**src/rtl/bus_term_pkg.sv**
```systemverilog
package bus_term_pkg;

    typedef enum logic [1:0] {
        ST_IDLE   = 2'd0,
        ST_PERIPH = 2'd1,
        ST_COUNT  = 2'd2,
        ST_EXT    = 2'd3
    } term_state_e;

    typedef struct packed {
        logic periph_sel;
        logic cs_hit;
        logic cs_internal;
    } cyc_req_t;

    typedef struct packed {
        logic term_int;
        logic term_ext;
    } term_evt_t;

    // Peripheral access outranks the chip-select counter, which outranks the pin.
    function automatic term_state_e pick_source(cyc_req_t r);
        if (r.periph_sel)
            return ST_PERIPH;
        else if (r.cs_hit && r.cs_internal)
            return ST_COUNT;
        else
            return ST_EXT;
    endfunction

endpackage

```
**src/rtl/bt_wait_counter.sv**
```systemverilog
module bt_wait_counter #(
    parameter int CNT_W = 5
) (
    input  logic             clk,
    input  logic             rst,
    input  logic             load,
    input  logic [CNT_W-1:0] load_val,
    input  logic             dec,
    output logic             zero
);
    logic [CNT_W-1:0] cnt_q;

    always_ff @(posedge clk) begin
        if (rst)
            cnt_q <= '0;
        else if (load)
            cnt_q <= load_val;
        else if (dec && (cnt_q != '0))
            cnt_q <= cnt_q - 1'b1;
    end

    assign zero = (cnt_q == '0);
endmodule

```
**src/rtl/bt_fsm.sv**
```systemverilog
module bt_fsm
    import bus_term_pkg::*;
(
    input  logic        clk,
    input  logic        rst,
    input  logic        start,
    input  cyc_req_t    req,
    input  logic        periph_rdy,
    input  logic        ext_rdy_n,
    input  logic        cnt_zero,
    output term_state_e state,
    output logic        load,
    output logic        dec,
    output term_evt_t   evt
);
    term_state_e st_q, st_n;

    always_comb begin
        st_n         = st_q;
        load         = 1'b0;
        dec          = 1'b0;
        evt.term_int = 1'b0;
        evt.term_ext = 1'b0;
        unique case (st_q)
            ST_IDLE: begin
                if (start) begin
                    st_n = pick_source(req);
                    load = 1'b1;
                end
            end
            ST_PERIPH: begin
                if (periph_rdy) begin
                    evt.term_int = 1'b1;
                    st_n         = ST_IDLE;
                end
            end
            ST_COUNT: begin
                if (cnt_zero) begin
                    evt.term_int = 1'b1;
                    st_n         = ST_IDLE;
                end else begin
                    dec = 1'b1;
                end
            end
            ST_EXT: begin
                if (!ext_rdy_n) begin
                    evt.term_ext = 1'b1;
                    st_n         = ST_IDLE;
                end
            end
            default: st_n = ST_IDLE;
        endcase
    end

    always_ff @(posedge clk) begin
        if (rst)
            st_q <= ST_IDLE;
        else
            st_q <= st_n;
    end

    assign state = st_q;
endmodule

```
**src/rtl/bt_pin_stage.sv**
```systemverilog
module bt_pin_stage
    import bus_term_pkg::*;
(
    input  logic      clk,
    input  logic      rst,
    input  term_evt_t evt,
    output logic      drive_int,
    output logic      done
);
    logic drive_q, done_q;

    always_ff @(posedge clk) begin
        if (rst) begin
            drive_q <= 1'b0;
            done_q  <= 1'b0;
        end else begin
            drive_q <= evt.term_int;
            done_q  <= evt.term_int | evt.term_ext;
        end
    end

    assign drive_int = drive_q;
    assign done      = done_q;
endmodule

```
**src/rtl/bus_cycle_term.sv**
```systemverilog
module bus_cycle_term
    import bus_term_pkg::*;
#(
    parameter int WS_W = 5
) (
    input  logic            clk,
    input  logic            rst,
    input  logic            cyc_start,
    input  logic            periph_sel,
    input  logic            cs_hit,
    input  logic            cs_internal,
    input  logic [WS_W-1:0] cs_wait,
    input  logic            periph_rdy,
    input  logic            rdy_in_n,
    output logic            rdy_out_n,
    output logic            rdy_oe,
    output logic            lba_n,
    output logic            cyc_done,
    output logic            bus_active
);
    cyc_req_t    req;
    term_state_e state;
    term_evt_t   evt;
    logic        load, dec, cnt_zero, drive_int, done;

    assign req.periph_sel  = periph_sel;
    assign req.cs_hit      = cs_hit;
    assign req.cs_internal = cs_internal;

    bt_fsm i_fsm (
        .clk        (clk),
        .rst        (rst),
        .start      (cyc_start),
        .req        (req),
        .periph_rdy (periph_rdy),
        .ext_rdy_n  (rdy_in_n),
        .cnt_zero   (cnt_zero),
        .state      (state),
        .load       (load),
        .dec        (dec),
        .evt        (evt)
    );

    bt_wait_counter #(.CNT_W(WS_W)) i_cnt (
        .clk      (clk),
        .rst      (rst),
        .load     (load),
        .load_val (cs_wait),
        .dec      (dec),
        .zero     (cnt_zero)
    );

    bt_pin_stage i_pin (
        .clk       (clk),
        .rst       (rst),
        .evt       (evt),
        .drive_int (drive_int),
        .done      (done)
    );

    assign rdy_oe     = drive_int;
    assign lba_n      = ~drive_int;
    assign rdy_out_n  = ~drive_int;
    assign cyc_done   = done;
    assign bus_active = (state != ST_IDLE) | done;
endmodule

```
**config.mk**
```make
export PLATFORM = sky130hd
export DESIGN_NAME = bus_cycle_term
export DESIGN_NICKNAME = d
export VERILOG_FILES = /design/src/rtl/bus_term_pkg.sv /design/src/rtl/bt_wait_counter.sv /design/src/rtl/bt_fsm.sv /design/src/rtl/bt_pin_stage.sv /design/src/rtl/bus_cycle_term.sv
export SDC_FILE = /design/constraint.sdc
export NUM_CORES = 1
export LEC_CHECK = 0
export BUFFER_PORTS_ARGS = -buffer_cell sky130_fd_sc_hd__buf_2
export CORE_MARGIN = 5
export CORE_UTILIZATION = 40
export CTS_CLUSTER_SIZE = 8
export DETAILED_ROUTE_END_ITERATION = 16
export PLACE_DENSITY_LB_ADDON = 0.08
export SETUP_SLACK_MARGIN = 0.2
export SYNTH_ARGS = -nofsm -noshare
export SYNTH_HDL_FRONTEND = slang
export SYNTH_SLANG_ARGS = --single-unit
```
**constraint.sdc**
```tcl
create_clock -name clk -period 2.5 [get_ports clk]
set_input_delay 0.75 -clock clk [delete_from_list [all_inputs] [get_ports clk]]
set_output_delay 0.75 -clock clk [all_outputs]
set_load 0.005 [all_outputs]
```
* Word level (Yosys, flattened, before mapping)
Cells that the tools add are included.
Widths: inputs -> output; s select.
** Word-level totals
- Word-level logic and storage cells :: 41
- Bits in registers :: 9
** Operators by class
- Equal/unequal tests :: 7
- Reductions and logical operators :: 8
- Bitwise gates (word level) :: 3
- Multiplexer cells :: 18
- $add $sub $neg :: 1
** Operators with widths (count)
- $mux 2 :: 5
- $mux 5 :: 2
- $mux 1 :: 9
- $ne 2x2->1 const B :: 4
- $pmux 2 s4 :: 1
- $logic_not 5->1 :: 1
- $reduce_bool 5->1 :: 1
- $sub 5x1->5 const B :: 1
- $eq 2x2->1 const B :: 2
- $reduce_and 4->1 :: 1
- $reduce_bool 2->1 :: 2
- $eq 2x1->1 const B :: 1
- $logic_and 1x1->1 :: 2
- $logic_not 2->1 :: 1
- $or 1x1->1 :: 2
- $pmux 1 s2 :: 1
- $not 1->1 :: 1

* Depth between registers and ports, before layout
Gate-level depths: netlist of the first run.
- Depth in word-level cells :: 6
- Mapped depth :: 7
- Depth with buffers taken out :: 6

* Cells and area by module
A second synthesis of the first run with hierarchy kept.
** Second synthesis, totals
- Cells, all modules :: 69
- Area, all modules :: 641.9 sq um
** Modules (own cells, without submodules)
- bt_wait_counter :: instances 1, sequential area each 100.1 sq um, cells each 37, area an instance 326.6 sq um
- bt_fsm :: instances 1, sequential area each 40.0 sq um, cells each 25, area an instance 241.5 sq um
- bt_pin_stage :: instances 1, sequential area each 40.0 sq um, cells each 4, area an instance 56.3 sq um
- bus_cycle_term :: instances 1, sequential area each 0.0 sq um, cells each 3, area an instance 17.5 sq um

* Worst setup path before layout of the first run
OpenSTA, ideal clock, no wires.
- Path type :: reg2reg
- From :: reg i_cnt.cnt_q[0]
- To :: reg i_fsm.st_q[1] (netlist: i_fsm.state[1])
- Required time :: 2.430 ns
- Arrival time :: 1.852 ns
- Cell stages (with the launch flop) :: 8
- Setup slack :: 0.578 ns
- Clock period less this slack :: 1.922 ns
- Cells stage by stage :: dfxtp_1 inv_1 ha_1 or4b_4 and2_1 buf_6 or4_1 a21oi_1
** Between the ends
- Longest elaborated chain between the ends :: 3
** Ends and longest elaborated chain
- from (decl) :: line bt_wait_counter.sv:11 : logic [CNT_W-1:0] cnt_q;
- from (signal assigned) :: line bt_wait_counter.sv:17 : cnt_q <= load_val;
- from (signal assigned) :: line bt_wait_counter.sv:19 : cnt_q <= cnt_q - 1'b1;
- $logic_not 5->1 :: line bt_wait_counter.sv:22 : assign zero = (cnt_q == '0);
- $ne 2x2->1 (no source line)
- $reduce_and 4->1 (no source line)
- to (signal assigned) :: line bt_fsm.sv:59 : st_q <= st_n;
- to (decl) :: line bt_fsm.sv:16 : term_state_e st_q, st_n;
No other way between the ends.
A chain may end at the register's enable or synchronous reset.

* Worst setup path after layout of the first run
- From :: reg i_cnt.cnt_q[0]
- To :: reg i_fsm.st_q[0] (netlist: i_fsm.state[0])
The elaborated chain is that of the path after synthesis.

==> impl_metrics.json, run 1 <==
{
  "synthCells": 67,
  "port_buffers": 17,
  "synth-seq-cells": 9,
  "routabilityCongestion": 0.745,
  "drtIter0Drc": 0,
  "critical_path_buf_inv_count": 1,
  "post_cts_buffers": 0,
  "track_usage": 0.125,
  "worstPathArrival_ps": 2120,
  "vias": 488,
  "final_common_cell": "buf_2",
  "finClkSkew_ps": 2.82,
  "finalCritPeriodShare": 0.782,
  "overflow": 0,
  "areaGrowthSynthToFinish_pct": 20.0,
  "grt_pass1_wl_um": 1850,
  "wl_per_cell_um": 11.0,
  "die_h_um": 46.7,
  "dp_hpwl_um": 907,
  "cp_slowest_stage_delay_ps": 520,
  "fin_crit_ps": 1960,
  "die-area_mm2": 0.00218,
  "initial_core_util": 0.420,
  "clock-root-buffer": "clkbuf_4",
  "startpoint_type": "flop",
  "yosysTopAreaCell": "dfxtp_1",
  "nets": 104,
  "yosys_warnings": 0,
  "cp-end-kind": "flop",
  "p_leak_nw": 0.286,
  "synthDistinctLibCells": 24,
  "cp_max_fo": 6,
  "peakVddDrop_mv": 0.510,
  "row_count": 13,
  "syn_area_um2": 539,
  "cts_buffer_depth": 2,
  "final_max_slew_viol_count": 0,
  "cts.sinks": 9,
  "postSynthAreaPerCell_um2": 8.05,
  "cts_tree": "built",
  "antenna_found_initial": 0,
  "clk_pin_slew_ps": 60,
  "rsz0062_at_grt": "no",
  "dr.pass1.iters": 1,
  "worstMarginPinSlew_ps": 296,
  "diodes": 0,
  "path_cells": "inv_1 > ha_1 > or4b_4 > and2_1 > or4_1 > o31ai_1",
  "layout-drive-gt1-share": 0.259,
  "postLayoutCoreUtil": 0.503,
  "dr_wl_met3_um": 104,
  "numCtsBuffers": 3,
  "ioPinCount": 18,
  "worstSetupPathType": "reg2reg",
  "setup-tns-final_ps": 0,
  "first_global_vias": 426,
  "holdCritPathClass": "reg2reg",
  "synth_seq_area_share": 0.334,
  "met2WireLength_um": 485,
  "drt_wl_total_um": 1100,
  "synthTopCellsByArea": "dfxtp_1 (33%), ha_1 (12%), nand2_1 (5.6%)",
  "hold_viol_final": 0,
  "clock_latency_ps": 260,
  "final_cell_mix": "buf_2 (17), dfxtp_1 (9), nand2_1 (8)",
  "m1WireLength_um": 499,
  "die_w_um": 46.7,
  "design.core.area_mm2": 0.00128,
  "finalPower_mw": 0.591,
  "fillers": 135,
  "synth_fp_nets": 85,
  "max_freq_mhz": 511,
  "ant_nets": 0,
  "postCtsHoldBufs": 0,
  "route.detailed.drc": 0,
  "powerDensity_mw_per_mm2": 913,
  "crit_family": "simple AND/OR/NAND/NOR gates",
  "maxCapViolations": 0,
  "status": "completed",
  "cts_resized": 0,
  "vias_per_cell": 4.88,
  "grt_max_degree": 11,
  "highest_layer": "met4",
  "cp.required_ps": 2660,
  "h-tree-depth": 1,
  "cp_slowest_cell": "or4_1",
  "setup_viol": 0,
  "slew_headroom": 0.803,
  "netlist.area_leader.share": 0.334
}
==> worst min-delay path: cells and delay by family, from the launching register on <==
| kind | cells | cell delay (ps) |
|---|---|---|
| DFF | 1 | 340 |
| and+or+nand+nor | 1 | 70 |
| AOI/OAI and AO/OA | 1 | 60 |
==> cell families (layout without fill, tap and decap cells) <==
kind of cell	after synthesis	after routing	synth area share
AO/OA/AOI/OAI	15	15	0.167
XOR/XNOR	2	2	0.0325
adder cells (fa/ha/maj)	5	5	0.116
buffers and inverters	10	28	0.0905
flip-flops	9	9	0.334
AND/OR/NAND/NOR	26	26	0.260
==> through the flow <==
step	instance area [µm²]	setup slack, ps	hold WS, ps	instances
after CTS	647	538	510	100
after global routing	647	408	560	100
after floorplan	539	578	472	67
after global placement	621	570	508	96
after detailed placement	621	557	498	96
final	647	545	516	100
==> registers in the layout, summed over array words and instances, names as in the netlist <==
name             flops
i_fsm.state          2
i_pin.drive_int      1
i_cnt.cnt_q          5
i_pin.done           1
==> layer usage <==
layer	global-route usage	up-vias
li1	-	269
met1	0.144	202
met2	0.187	15
met3	0.0781	2
met4	0.0497	0
met5	0	-
==> cell usage after synthesis <==
master / n
o21ai_1: 2
and2_1: 2
inv_1: 7
and3_2: 1
or4b_4: 1
nand2b_1: 2
nand4bb_1: 1
nand3_1: 1
o31ai_1: 1
a211oi_1: 3
nor2_1: 6
buf_1: 1
a31oi_1: 1
xnor2_1: 2
dfxtp_1: 9
buf_4: 1
ha_1: 5
nand2_1: 8
o21ai_0: 2
nor3_1: 2
buf_6: 1
a21oi_1: 5
or4_1: 2
o221ai_1: 1
==> report_power, final <==
| part | total [mW] | switching (mW) | leakage [nW] | internal [mW] |
|---|---|---|---|---|
| Clock | 0.108 | 0.0472 | 0.0150 | 0.0613 |
| Sequential | 0.213 | 0.0319 | 0.0740 | 0.181 |
| Combinational | 0.270 | 0.141 | 0.197 | 0.129 |
==> final cells by class <==
cell class	instances	area, µm²	area share
repair buffers	17	85.1	0.132
clock buffers	4	26.3	0.0406
flip-flops and latches	9	180	0.279
well taps	15	18.8	0.0290
multi-input cells	48	310	0.480
inverters	7	26.3	0.0406
==> worst paths after layout <==
check	startpoint	to	slack (ps)	cells past startpoint
worst min-delay path	i_cnt.cnt_q[4]	i_cnt.cnt_q[4]	520	2
worst max-delay path	i_cnt.cnt_q[0]	i_fsm.state[0]	540	6
worst max register to register	i_cnt.cnt_q[0]	i_fsm.state[0]	540	6
worst min register to register	i_cnt.cnt_q[4]	i_cnt.cnt_q[4]	520	2
(Power assumes the default switching activity.)
==> run 2: changes to the inputs <==
--- a/config.mk
+++ b/config.mk
@@ -5,7 +5,9 @@
 export SDC_FILE = /design/constraint.sdc
 export NUM_CORES = 1
 export LEC_CHECK = 0
+export ABC_AREA = 1
 export BUFFER_PORTS_ARGS = -buffer_cell sky130_fd_sc_hd__buf_2
+export CORE_ASPECT_RATIO = 0.9
 export CORE_MARGIN = 5
 export CORE_UTILIZATION = 40
 export CTS_CLUSTER_SIZE = 8
==> constraint.sdc (replaced) <==
create_clock -name clk -period 1.7 [get_ports clk]
set_input_delay 0.51 -clock clk [delete_from_list [all_inputs] [get_ports clk]]
set_output_delay 0.51 -clock clk [all_outputs]
set_load 0.005 [all_outputs]
==> run 2 against run 1 <==
Effect of this change:
- area after synthesis rose by 15%
- power rose to 2.5 times the previous value
- synthesized cell count rose by 45%
- largest cell class unchanged
==> impl_metrics.json, run 2 <==
{
  "synth_compound_area_frac": 0.0825,
  "cts_buffer_depth": 2,
  "die-area_mm2": 0.00244,
  "holdCritPathClass": "reg2reg",
  "worstPathArrival_ps": 970,
  "vias": 618,
  "maxCapViolations": 0,
  "ant_nets": 0,
  "first_global_vias": 531,
  "synthDistinctLibCells": 17,
  "hold_viol_final": 0,
  "peakVddDrop_mv": 0.877,
  "netlist.area_leader.share": 0.290,
  "port_buffers": 17,
  "startpoint_type": "flop",
  "fin_crit_ps": 1480,
  "route.detailed.drc": 0,
  "synthCells": 97,
  "syn_area_um2": 622,
  "reg2regPathDepth": 9,
  "cts_tree": "built",
  "async_reset_ff_frac": 0,
  "drt_wl_total_um": 1410,
  "synthTopCellsByArea": "dfxtp_1 (29%), nand2_1 (16%), ha_1 (10%)",
  "slew_headroom": 0.836,
  "routabilityCongestion": 0.783,
  "postSynthAreaPerCell_um2": 6.41,
  "clock_latency_ps": 270,
  "placed_area_um2": 714,
  "holdWs_ps": 472,
  "reg2reg_from": "i_fsm.state[0]",
  "layout-drive-gt1-share": 0.331,
  "cp-end-kind": "output port",
  "setup_viol": 0,
  "max_freq_mhz": 676,
  "die_h_um": 47.4,
  "synthTopCellsByCount": "nand2_1 (27), inv_1 (16), nand3_1 (10), nor2_1 (10), dfxtp_1 (9)",
  "grt_max_degree": 10,
  "clock-root-buffer": "clkbuf_4",
  "design.core.area_mm2": 0.00146,
  "setup-tns-final_ps": 0,
  "stdcell_area_um2": 805,
  "final_common_cell": "nand2_1",
  "worstMarginPinSlew_ps": 244,
  "vias_per_cell": 4.54,
  "worstSetupPathType": "reg2out",
  "antenna_found_initial": 0,
  "synth_top_family_by_area": "simple AND/OR/NAND/NOR gates",
  "overflow": 0,
  "final_cell_mix": "nand2_1 (25), buf_2 (16), inv_1 (14)",
  "nets": 140,
  "yosys.area_share.adder": 0.101,
  "yosysTopAreaCell": "dfxtp_1",
  "synth-simple-area-share": 0.388,
  "initial_core_util": 0.425,
  "drtIter0Drc": 16,
  "muxShareOfSynthArea": 0,
  "synth-edff-count": 0,
  "diodes": 0,
  "final_cells": 136,
  "h-tree-depth": 1,
  "grt_pass1_wl_um": 2330,
  "die_w_um": 51.6,
  "powerDensity_mw_per_mm2": 1850,
  "synthXorXnorAreaFrac": 0,
  "p_leak_nw": 0.444,
  "synth-seq-cells": 9,
  "yosysMostFrequentCell": "nand2_1",
  "dr.pass1.iters": 4,
  "hp-start": "i_cnt.cnt_q[0]",
  "rsz0062_at_grt": "yes",
  "final_max_slew_viol_count": 0,
  "largest-register": "i_cnt.cnt_q",
  "min_path_cells": 2,
  "yosys_warnings": 0,
  "postCtsHoldBufs": 0,
  "r2r_end": "i_cnt.cnt_q[3]",
  "cp.required_ps": 1190,
  "status": "completed",
  "cts.sinks": 9,
  "whs_endpoint": "i_cnt.cnt_q[0]",
  "wl_per_cell_um": 10.4,
  "finalCritPeriodShare": 0.870,
  "worst-r2r-setup-slack_ps": 330,
  "synth_fp_nets": 115,
  "cp_max_fo": 2,
  "finClkSkew_ps": 3.45,
  "synth_top_flop_cell": "dfxtp_1",
  "postLayoutCoreUtil": 0.550,
  "clk_pin_slew_ps": 70,
  "areaGrowthSynthToFinish_pct": 29.4,
  "placed_cells": 128,
  "track_usage": 0.133,
  "ioPinCount": 18,
  "largest_register_ffs": 5,
  "numCtsBuffers": 3,
  "synth_seq_area_share": 0.290,
  "row_count": 13,
  "dp_hpwl_um": 1010
}
-- run 2: cell types whose count changed after synthesis, moves of 3 or more --
cell,change
nand3_1,+9
nor2_1,+4
inv_1,+9
a211oi_1,-3
nand2_1,+19
-- run 2: cell type report --
class | count | area, µm²
flip-flops and latches | 9 | 183
inverters | 18 | 67.6
clock inverters | 1 | 5.00
repair buffers | 22 | 129
fillers | 152 | 659
well taps | 15 | 18.8
multi-input cells | 68 | 379
clock buffers | 3 | 22.5
-- run 2: layer usage --
layer / GRT usage / routed length [µm] / vias to the layer above
met5: 0 / 0 / -
met4: 0.0942 / 0 / 0
met3: 0.0317 / 64 / 0
met2: 0.185 / 598 / 14
met1: 0.181 / 747 / 259
li1: - / - / 345
-- run 2: where the power goes --
group	switching, mW	total, mW	leakage, nW	internal, mW
logic	0.528	0.956	0.352	0.428
registers	0.0583	0.358	0.0749	0.300
clock network	0.0891	0.176	0.0177	0.0870
-- run 2: what timing repair did --
item                                    CTS  global route
buffers inserted                          3             1
pin swaps                                 1             2
resized for setup                         6             5
endpoints found under the setup margin    1             6
-- run 2: stage by stage --
step                      power [mW]  setup WS (ps)
after floorplan                0.979            414
after global placement          1.14            260
after detailed placement        1.14            239
after CTS                       1.41            202
after global routing            1.66            173
final                           1.49            222
-- run 2: worst max path at each step --
| stage | start | slack [ps] | end | cells after the start |
|---|---|---|---|---|
| 5_1_grt | i_fsm.state[0] | 170 | bus_active | 4 |
| 2_1_floorplan | i_fsm.state[0] | 410 | i_cnt.cnt_q[1] | 9 |
| 3_5_place_dp | i_fsm.state[0] | 240 | i_cnt.cnt_q[1] | 7 |
| 4_1_cts | i_fsm.state[1] | 200 | bus_active | 4 |
| 6_report | i_fsm.state[0] | 220 | bus_active | 4 |
| 3_3_place_gp | i_fsm.state[0] | 260 | i_cnt.cnt_q[1] | 7 |
-- run 2: cells by family after synthesis --
logic type | Yosys count
flops | 9
simple gates | 53
compound gates | 10
buf+inv | 20
fa+ha+maj | 5
-- run 2: critical path, cell delays in order, from the launching register on --
cell	delay, ps
dfxtp_2	330
inv_2	80
ha_4	140
nand2_2	50
buf_6	110
